### config.mk
export PLATFORM = sky130hd
export DESIGN_NAME = ide_chan_decode
export DESIGN_NICKNAME = d
export VERILOG_FILES = /design/src/rtl/ide_dec_pkg.sv /design/src/rtl/ide_mode_reg.sv /design/src/rtl/ide_win_match.sv /design/src/rtl/ide_win_select.sv /design/src/rtl/ide_rd_stage.sv /design/src/rtl/ide_chan_decode.sv
export SDC_FILE = /design/constraint.sdc
export NUM_CORES = 1
export LEC_CHECK = 0
export BUFFER_PORTS_ARGS = -buffer_cell sky130_fd_sc_hd__buf_2
export CORE_AREA = 2 2 107 109
export CTS_CLUSTER_DIAMETER = 50
export DETAILED_ROUTE_END_ITERATION = 7
export DIE_AREA = 0 0 109 111
export PLACE_DENSITY = 0.58
export REMOVE_ABC_BUFFERS = 1
export SLEW_MARGIN = 20
export SYNTH_ARGS = -nofsm -noshare
export SYNTH_HDL_FRONTEND = slang
export SYNTH_SLANG_ARGS = --single-unit
### constraint.sdc
create_clock -name clk -period 6.22 [get_ports clk]
set_input_delay 0 -clock clk [delete_from_list [all_inputs] [get_ports clk]]
set_output_delay 0 -clock clk [all_outputs]
set_load 0.1 [all_outputs]
### src/rtl/ide_dec_pkg.sv
package ide_dec_pkg;

  localparam int DW = 32;

  localparam logic [1:0] SZ_BYTE = 2'd0;
  localparam logic [1:0] SZ_HALF = 2'd1;
  localparam logic [1:0] SZ_WORD = 2'd2;

  localparam logic [3:0] NIB_LEGACY = 4'hA;
  localparam logic [3:0] NIB_NATIVE = 4'hF;

  typedef enum logic [1:0] {
    K_NONE = 2'd0,
    K_TASK = 2'd1,
    K_DATA = 2'd2,
    K_CTRL = 2'd3
  } acc_kind_e;

  // all-ones pattern for an access width code
  function automatic logic [DW-1:0] width_mask(input logic [1:0] sz);
    case (sz)
      SZ_BYTE: return 32'h0000_00FF;
      SZ_HALF: return 32'h0000_FFFF;
      default: return 32'hFFFF_FFFF;
    endcase
  endfunction

  function automatic logic [15:0] legacy_cmd_base(input int ch);
    return (ch == 0) ? 16'h01F0 : 16'h0170;
  endfunction

  function automatic logic [15:0] legacy_ctl_base(input int ch);
    return (ch == 0) ? 16'h03F4 : 16'h0374;
  endfunction

  // per-offset size rules inside a selected window
  function automatic acc_kind_e classify(input logic is_ctl, input logic [2:0] off,
                                         input logic [1:0] sz);
    if (is_ctl) begin
      return (sz == SZ_BYTE && off == 3'd2) ? K_CTRL : K_NONE;
    end
    if (sz == SZ_BYTE) return K_TASK;
    return (off == 3'd0) ? K_DATA : K_NONE;
  endfunction

endpackage

### src/rtl/ide_mode_reg.sv
module ide_mode_reg #(
  parameter logic RST_NATIVE = 1'b0
) (
  input  logic       clk,
  input  logic       rst_n,
  input  logic       cfg_we,
  input  logic [3:0] cfg_nib,
  output logic       native,
  output logic [7:0] irq_pin,
  output logic       mode_upd
);
  import ide_dec_pkg::*;

  assign mode_upd = cfg_we && (cfg_nib == NIB_LEGACY || cfg_nib == NIB_NATIVE);

  always_ff @(posedge clk) begin
    if (!rst_n) begin
      native <= RST_NATIVE;
    end else if (mode_upd) begin
      native <= (cfg_nib == NIB_NATIVE);
    end
  end

  assign irq_pin = {7'd0, native};

endmodule

### src/rtl/ide_win_match.sv
module ide_win_match #(
  parameter int ADDR_W    = 16,
  parameter int SPAN_LOG2 = 3
) (
  input  logic [ADDR_W-1:0] addr,
  input  logic [ADDR_W-1:0] base,
  input  logic              en,
  output logic              hit
);
  logic unused_low;
  assign unused_low = ^{addr[SPAN_LOG2-1:0], base[SPAN_LOG2-1:0]};

  assign hit = en && (addr[ADDR_W-1:SPAN_LOG2] == base[ADDR_W-1:SPAN_LOG2]);

endmodule

### src/rtl/ide_win_select.sv
module ide_win_select #(
  parameter int NUM_CH = 2,
  parameter int CH_W   = 1
) (
  input  logic [NUM_CH-1:0] leg_cmd,
  input  logic [NUM_CH-1:0] leg_ctl,
  input  logic [NUM_CH-1:0] bar_cmd,
  input  logic [NUM_CH-1:0] bar_ctl,
  output logic              sel_valid,
  output logic [CH_W-1:0]   sel_ch,
  output logic              sel_ctl
);
  // lowest priority assigned first; later assignments win
  always_comb begin
    sel_valid = 1'b0;
    sel_ch    = '0;
    sel_ctl   = 1'b0;
    for (int c = NUM_CH - 1; c >= 0; c--) begin
      if (bar_ctl[c]) begin
        sel_valid = 1'b1; sel_ch = CH_W'(c); sel_ctl = 1'b1;
      end
      if (bar_cmd[c]) begin
        sel_valid = 1'b1; sel_ch = CH_W'(c); sel_ctl = 1'b0;
      end
    end
    for (int c = NUM_CH - 1; c >= 0; c--) begin
      if (leg_ctl[c]) begin
        sel_valid = 1'b1; sel_ch = CH_W'(c); sel_ctl = 1'b1;
      end
      if (leg_cmd[c]) begin
        sel_valid = 1'b1; sel_ch = CH_W'(c); sel_ctl = 1'b0;
      end
    end
  end

endmodule

### src/rtl/ide_rd_stage.sv
module ide_rd_stage #(
  parameter int DW = 32
) (
  input  logic          clk,
  input  logic          rst_n,
  input  logic          rd_en,
  input  logic [DW-1:0] rd_in,
  output logic          rd_valid,
  output logic [DW-1:0] rd_data
);
  always_ff @(posedge clk) begin
    if (!rst_n) begin
      rd_valid <= 1'b0;
      rd_data  <= '0;
    end else begin
      rd_valid <= rd_en;
      if (rd_en) rd_data <= rd_in;
    end
  end

endmodule

### src/rtl/ide_chan_decode.sv
module ide_chan_decode #(
  parameter int   NUM_CH     = 2,
  parameter int   ADDR_W     = 16,
  parameter logic RST_NATIVE = 1'b0
) (
  input  logic                     clk,
  input  logic                     rst_n,
  input  logic                     cfg_we,
  input  logic [7:0]               cfg_wdata,
  input  logic                     acc_valid,
  input  logic                     acc_write,
  input  logic [ADDR_W-1:0]        acc_addr,
  input  logic [1:0]               acc_size,
  input  logic [31:0]              acc_wdata,
  input  logic [NUM_CH*ADDR_W-1:0] bar_cmd,
  input  logic [NUM_CH*ADDR_W-1:0] bar_ctl,
  input  logic [NUM_CH*32-1:0]     chan_rdata,
  output logic [7:0]               irq_pin,
  output logic [NUM_CH-1:0]        tf_stb,
  output logic [2:0]               tf_reg,
  output logic [NUM_CH-1:0]        dp_stb,
  output logic                     dp_wide,
  output logic [NUM_CH-1:0]        ctl_stb,
  output logic                     bus_we,
  output logic [31:0]              bus_wdata,
  output logic                     rd_valid,
  output logic [31:0]              rd_data
);
  import ide_dec_pkg::*;

  localparam int CH_W     = (NUM_CH > 1) ? $clog2(NUM_CH) : 1;
  localparam int CMD_SPAN = 3;
  localparam int CTL_SPAN = 2;
  localparam int LEG_CH   = 2;

  logic              native;
  logic              mode_upd;
  logic [NUM_CH-1:0] leg_cmd_hit, leg_ctl_hit, bar_cmd_hit, bar_ctl_hit;
  logic              sel_valid, sel_ctl;
  logic [CH_W-1:0]   sel_ch;
  logic              acc_hit;
  logic [2:0]        acc_off;
  acc_kind_e         kind;
  logic [NUM_CH-1:0] ch_onehot;
  logic [31:0]       acc_mask;
  logic [31:0]       chan_sel_data;
  logic [31:0]       rd_in;
  logic              rd_en;
  logic              unused_cfg;

  assign unused_cfg = ^{cfg_wdata[7:4], mode_upd};

  ide_mode_reg #(.RST_NATIVE(RST_NATIVE)) u_mode (
    .clk(clk), .rst_n(rst_n), .cfg_we(cfg_we), .cfg_nib(cfg_wdata[3:0]),
    .native(native), .irq_pin(irq_pin), .mode_upd(mode_upd)
  );

  for (genvar c = 0; c < NUM_CH; c++) begin : g_ch
    localparam logic HAS_LEG = (c < LEG_CH);

    ide_win_match #(.ADDR_W(ADDR_W), .SPAN_LOG2(CMD_SPAN)) u_lcmd (
      .addr(acc_addr), .base(ADDR_W'(legacy_cmd_base(c))),
      .en(HAS_LEG && !native), .hit(leg_cmd_hit[c])
    );
    ide_win_match #(.ADDR_W(ADDR_W), .SPAN_LOG2(CTL_SPAN)) u_lctl (
      .addr(acc_addr), .base(ADDR_W'(legacy_ctl_base(c))),
      .en(HAS_LEG && !native), .hit(leg_ctl_hit[c])
    );
    ide_win_match #(.ADDR_W(ADDR_W), .SPAN_LOG2(CMD_SPAN)) u_bcmd (
      .addr(acc_addr), .base(bar_cmd[c*ADDR_W +: ADDR_W]),
      .en(1'b1), .hit(bar_cmd_hit[c])
    );
    ide_win_match #(.ADDR_W(ADDR_W), .SPAN_LOG2(CTL_SPAN)) u_bctl (
      .addr(acc_addr), .base(bar_ctl[c*ADDR_W +: ADDR_W]),
      .en(1'b1), .hit(bar_ctl_hit[c])
    );
  end

  ide_win_select #(.NUM_CH(NUM_CH), .CH_W(CH_W)) u_sel (
    .leg_cmd(leg_cmd_hit), .leg_ctl(leg_ctl_hit),
    .bar_cmd(bar_cmd_hit), .bar_ctl(bar_ctl_hit),
    .sel_valid(sel_valid), .sel_ch(sel_ch), .sel_ctl(sel_ctl)
  );

  assign acc_hit   = acc_valid && sel_valid;
  assign acc_off   = sel_ctl ? 3'(acc_addr[CTL_SPAN-1:0]) : acc_addr[CMD_SPAN-1:0];
  assign kind      = acc_hit ? classify(sel_ctl, acc_off, acc_size) : K_NONE;
  assign ch_onehot = NUM_CH'(1) << sel_ch;
  assign acc_mask  = width_mask(acc_size);

  assign tf_stb  = (kind == K_TASK) ? ch_onehot : '0;
  assign dp_stb  = (kind == K_DATA) ? ch_onehot : '0;
  assign ctl_stb = (kind == K_CTRL) ? ch_onehot : '0;
  assign tf_reg  = acc_addr[2:0];
  assign dp_wide = (acc_size == SZ_WORD);

  assign bus_we    = acc_valid && acc_write;
  assign bus_wdata = acc_wdata & acc_mask;

  assign chan_sel_data = chan_rdata[int'(sel_ch)*DW +: DW];
  assign rd_in = (kind == K_NONE) ? acc_mask : (chan_sel_data & acc_mask);
  assign rd_en = acc_hit && !acc_write;

  ide_rd_stage #(.DW(DW)) u_rd (
    .clk(clk), .rst_n(rst_n), .rd_en(rd_en), .rd_in(rd_in),
    .rd_valid(rd_valid), .rd_data(rd_data)
  );

endmodule

# After elaboration in Yosys (flattened, before gate mapping)
# Cells that the tools add are included.
# op_classes
eq_ne	16
mux	37
bitwise	2
n_shift	2
n_reduce_logical	15
# op_table
cell	count
$and 32x32->32	2
$pmux 32 s2	1
$shiftx 64x7->32	1
$mux 32	1
$eq 14x14->1	2
$eq 14x8->1 const B	2
$eq 13x13->1	2
$eq 13x6->1 const B	2
$mux 1	24
$mux 2	10
$logic_and 1x1->1	9
$eq 4x4->1 const B	2
$eq 2x2->1 const B	3
$eq 2x1->1 const B	2
$logic_not 2->1	2
$eq 3x2->1 const B	1
$logic_not 3->1	1
$mux 3	1
$logic_not 1->1	2
$shl 1x1->2 const A	1
$logic_or 1x1->1	1
# totals
input_bits	191
out_inout_bits	84
reg_bits	34
word_cells	75

# Depth between registers and ports, before layout
# logic_depth
ltp_word	20
depth_mapped	11
mapped_depth_nobuf	8

# Cells and area by module
# A second synthesis with hierarchy kept.
# hier_totals
cells_unflattened	416
hier_area_um2	3713.6
# by_module_without_submodules
module	instances	cells_each	seq_area_each_um2	area_per_inst_um2
ide_rd_stage	1	105	660.6	1270.0
ide_chan_decode	1	133	0.0	1001.0
ide_win_match (g_ch[0].u_bctl ...)	4	19	0.0	158.9
ide_win_match (g_ch[0].u_bcmd ...)	4	18	0.0	148.9
ide_mode_reg	1	17	20.0	136.4
ide_win_select	1	13	0.0	75.1

# Worst setup path after synthesis
# Ideal clock, no wire load.
# synth_timing
path_kind	flip-flop to output port
from	register u_mode.native
to	output ctl_stb[0]
setup_slack_ns	1.965
path_stages_with_launch	8
path_buffers	0
arrival_time_ns	4.255
t_required_ns	6.220
cell_sequence	dfxtp_1 nor4_4 nand3_2 a21o_1 o211a_1 nor2_1 nand2_1 nor4_1
# synth_via
elab_chain_len	17
word_cells_on_any_way	33
classes_between	eq/ne (2); shift (1); mux (22); reduce/logical (8)
# synth_rtl
item	line_no	rtl
start, declared	ide_mode_reg.sv:8	output logic native,
start signal, assigned	ide_mode_reg.sv:20	native <= (cfg_nib == NIB_NATIVE);
$logic_not 1->1 *	ide_chan_decode.sv:63, ide_chan_decode.sv:67	
$logic_and 1x1->1	ide_win_match.sv:13	assign hit = en && (addr[ADDR_W-1:SPAN_LOG2] == base[ADDR_W-1:SPAN_LOG2]);
$mux 1	ide_win_select.sv:27	if (leg_ctl[c]) begin
$mux 1	ide_win_select.sv:30	if (leg_cmd[c]) begin
$mux 1	ide_win_select.sv:27	
$mux 1	ide_win_select.sv:30	
$mux 3	ide_chan_decode.sv:86	assign acc_off = sel_ctl ? 3'(acc_addr[CTL_SPAN-1:0]) : acc_addr[CMD_SPAN-1:0];
$eq 3x2->1	ide_dec_pkg.sv:40	return (sz == SZ_BYTE && off == 3'd2) ? K_CTRL : K_NONE;
$logic_and 1x1->1	ide_dec_pkg.sv:40	
$mux 2	ide_dec_pkg.sv:40	
$mux 2	ide_dec_pkg.sv:39	if (is_ctl) begin
$mux 2	ide_dec_pkg.sv:42	if (sz == SZ_BYTE) return K_TASK;
$mux 2	ide_dec_pkg.sv:43	return (off == 3'd0) ? K_DATA : K_NONE;
$mux 2	ide_dec_pkg.sv:42	
$mux 2	ide_chan_decode.sv:87	assign kind = acc_hit ? classify(sel_ctl, acc_off, acc_size) : K_NONE;
$eq 2x2->1	ide_chan_decode.sv:93	assign ctl_stb = (kind == K_CTRL) ? ch_onehot : '0;
$mux 2 *	ide_chan_decode.sv:93	
end, declared	ide_chan_decode.sv:23	output logic [NUM_CH-1:0] ctl_stb,
# Mark *: on every way between the ends. The rest lies on a longest branch, timed or not. The select of a mux whose other input is x is not followed.

# Worst setup path in the final report
# layout_timing
from	register u_mode.native
to	register u_rd.rd_data[29]
# layout_via
elab_chain_len	17
word_cells_on_any_way	35
classes_between	eq/ne (1); shift (1); mux (22); bitwise (1); reduce/logical (10)
# layout_rtl
item	line_no	rtl
$logic_not 1->1 *	ide_chan_decode.sv:63, ide_chan_decode.sv:67	
$logic_and 1x1->1	ide_win_match.sv:13	
$mux 1	ide_win_select.sv:27	
$mux 1	ide_win_select.sv:30	
$mux 1	ide_win_select.sv:27	
$mux 1	ide_win_select.sv:30	
$mux 3	ide_chan_decode.sv:86	
$eq 3x2->1	ide_dec_pkg.sv:40	
$logic_and 1x1->1	ide_dec_pkg.sv:40	
$mux 2	ide_dec_pkg.sv:40	
$mux 2	ide_dec_pkg.sv:39	
$mux 2	ide_dec_pkg.sv:42	
$mux 2	ide_dec_pkg.sv:43	
$mux 2	ide_dec_pkg.sv:42	
$mux 2	ide_chan_decode.sv:87	
$logic_not 2->1	ide_chan_decode.sv:101	assign rd_in = (kind == K_NONE) ? acc_mask : (chan_sel_data & acc_mask);
$mux 32	ide_chan_decode.sv:101	
end signal, assigned	ide_rd_stage.sv:17	if (rd_en) rd_data <= rd_in;
end, declared	ide_rd_stage.sv:9	output logic [DW-1:0] rd_data
# Marked as above.
# A chain may end at the register's enable or synchronous reset.

==> results by group <==
Status
  • Status: finished clean

Final layout
  • Area growth from synthesis to layout: 43.46%
  • Final core utilization: a little under two fifths
  • Layout cells sized above 1: between 40% and 50%
  • ANT cells: 0
  • Most frequent cells in the layout: buf_2 (237), xor2_1 (44), nor2_1 (34), dfxtp_1 (34), mux2i_1 (32)
  • Most common cell after layout, fill and taps aside: buf_2
  • Fillers: approximately 1100
  • Final net count: around 730

Timing
  • Fmax: roughly 0.36 GHz
  • Worst Clk Skew: just under 3 ps
  • Worst hold slack: a little over 0.8 ps
  • RSZ-0062 raised after global routing: no
  • Period utilisation layout: around 44%
  • Sum Neg Setup Slack: 0 ps
  • Final Max Slew Viols: 0
  • Slew Limit Headroom: a little over a third
  • # setup viols final: 0
  • Fin crit period: around 2800 ps
  • Hold Vio Cnt, Final: 0
  • Tightest Pin Transition: slightly below 1000 ps

Setup path
  • Worst-path fanout max: 32
  • Worst R2R Start: u_mode.native$_SDFFE_PN0P_
  • CP Data Required Time: approximately 6400 ps
  • Crit path DAT: 2920 ps
  • Reg2reg path depth: 8
  • RR Endpoint: u_rd.rd_data[29]$_SDFFE_PN0P_
  • Crit Path Category: reg -> reg
  • Setup slack, reg-to-reg: 3460 ps
  • Startpoint class of the critical path: flip-flop
  • Critical path capture point type: flip-flop

Hold path
  • Worst Hold Path EP: bus_wdata[0]
  • Hold Crit Start: acc_wdata[0]
  • WHS Path Cells: 0
  • Hold WC Path Type: in -> out

Route
  • Routed WL per cell: 14.12 um
  • Vias post-DR: slightly above 3000
  • Drt via density: roughly 4.5
  • Iteration-0 DRC count of the detailed router: 88
  • First drt pass iteration count: 4
  • Post-Route WL: 9590 um
  • ANT nets after route: 0
  • DRC violations left: 0

Placed design
  • HPWL Detailed: just under 8000 um
  • Routability cong.: 0.8132
  • Port bufs: between 200 and 250

Pwr
  • Psw: 0.2523 mW
  • Pleak: around 2.4 nW
  • VDD IR-drop max: about 0.14 mV
  • Sw frac: 33.91%
  • Pint: 0.4918 mW
  • Comb pwr share: 32.0%
  • Sequential power share: 29.4%
  • Clock power frac: around 39%
  • Power per cell area: ~180 nW/um2

Clocking
  • CTS sink cnt: 34
  • CTS tree: yes
  • Clk_lat worst skew: about 280 ps
  • # resized after CTS: 0
  • Max clock buf depth: 2
  • Clock transition at the registers of the reported paths: roughly 50 ps
  • Cts bufs inserted: 5
  • H-tree levels: 2
  • Root buf cell: clkbuf_16

Synthesis
  • Yosys top cell area share: 23.88%
  • Part of the Yosys area used for sequential elements: a little under a quarter
  • Synth Flop Type: dfxtp_1
  • Post-Syn Area: 2850 um2
  • Yosys reg bits: 34
  • Yosys top cell by area: dfxtp_1
  • Synth Area per Inst: between 8 and 9 um2
  • Cells after synthesis: 330
  • Synth area leaders: dfxtp_1 (24%), xor2_1 (14%), mux2i_1 (11%)
  • Ys Warns: 0
  • Synth unique cells: 47
  • Synth async-reset ratio: 0%
  • EDFF count, synth: 0

Flow run
  • Maxcap violations: 0

GRT
  • Global route total overflow: 0
  • Largest net degree at the start of global routing: 33
  • First-pass GRT wire length: ~14000 um
  • Initial antenna violation count: 0
  • Global-route usage over all layers: between 10% and 20%
  • Vias in the first global route: slightly below 3000

Die
  • Die Area: between 10000 and 15000 um2
  • Die W: 109 um
  • Initial core utilization: about 26%
  • Die H: approximately 110 um
  • Cell Rows: 39
  • Core ar.: 11080 um2
  • Ports: approximately 280
[power groups by stage]
| stage | clock (mW) | sequential [mW] | combinational (mW) |
|---|---|---|---|
| 6_report | 0.288 | 0.219 | 0.238 |
| 5_1_grt | 0.306 | 0.219 | 0.252 |
| 4_1_cts | 0.297 | 0.219 | 0.239 |
| 3_5_place_dp | 0 | 0.223 | 0.238 |
| 3_3_place_gp | 0 | 0.223 | 0.235 |
| 2_1_floorplan | 0 | 0.226 | 0.139 |
[critical path: stages, from the launching register on]
cell	delay, ps
dfxtp_1	350
nor4_4	330
nand3_2	140
a21o_1	220
o211ai_1	100
o22a_2	800
mux2i_1	290
nor2_1	60
a211o_1	290
[layer usage]
metal,up-vias,part of all wire (%),GRT usage [%]
met3,8,9.9,4.468
met5,-,0,0
li1,1525,-,-
met2,181,50,27.20
met1,1366,40,16.45
met4,0,0.86,3.077
[how the worst max path moves through the flow]
stage | to | cells after the start | startpoint | slack (ps)
finish | u_rd.rd_data[29]$_SDFFE_PN0P_ | 8 | u_mode.native$_SDFFE_PN0P_ | 3460
floorplan | ctl_stb[0] | 7 | u_mode.native$_SDFFE_PN0P_ | 1500
global placement | u_rd.rd_data[28]$_SDFFE_PN0P_ | 8 | u_mode.native$_SDFFE_PN0P_ | 3470
global route | u_rd.rd_data[29]$_SDFFE_PN0P_ | 8 | u_mode.native$_SDFFE_PN0P_ | 3240
CTS | u_rd.rd_data[29]$_SDFFE_PN0P_ | 8 | u_mode.native$_SDFFE_PN0P_ | 3390
detailed placement | u_rd.rd_data[29]$_SDFFE_PN0P_ | 8 | u_mode.native$_SDFFE_PN0P_ | 3400
[final cells by class]
| type | count | area (um2) | share of cell area (%) |
|---|---|---|---|
| inverter | 2 | 7.507 | 0.1836 |
| clock buffer | 6 | 138.9 | 3.397 |
| sequential | 34 | 680.7 | 16.65 |
| clock inverter | 1 | 30.03 | 0.7344 |
| tap | 143 | 178.9 | 4.376 |
| multi-input combinational | 253 | 1839 | 44.98 |
| timing repair buffer | 240 | 1214 | 29.68 |
[synth_stat cells (all sizes together) (5+ instances only)]
cell / number
xor2: 44
buf: 42
dfxtp: 34
nor2: 34
mux2i: 32
and2: 26
a211o: 16
nor4: 12
o21ai: 11
a21oi: 10
xnor2: 10
o22ai: 8
nand2: 7
clkbuf: 5
nand4: 5
[stage by stage]
stage	power (mW)	instances	area [um2]	setup slack, ps
2_1_floorplan	0.3653	289	2524	1499
3_3_place_gp	0.4586	670	3897	3475
3_5_place_dp	0.4612	670	3897	3399
4_1_cts	0.7555	679	4086	3393
5_1_grt	0.7767	679	4089	3238
6_report	0.7442	679	4089	3463
[kinds of logic (layout without fill, tap and decap cells)]
kind of cell / after synthesis / in the layout / synth area share, %
xor gates and xnor gates: 54 / 54 / 16.59
buffers and inverters: 49 / 249 / 12.51
and+or+nand+nor: 105 / 105 / 21.86
DFF: 34 / 34 / 23.88
muxes: 32 / 32 / 11.24
AOI/OAI and AO/OA: 55 / 55 / 13.78
other: 1 / 7 / 0.1316
[registers in the layout, indices dropped and copies added (netlist names)]
signal / count
u_mode.native: 1
u_rd.rd_data: 32
u_rd.rd_valid: 1
[timing repair]
action | CTS | global route
endpoints found under the hold margin | 2 | 0
setup buffers | 0 | 0
endpoints found under the setup margin | 0 | 0
hold buffers | 2 | 0
Power figures use the tool's default switching activity.
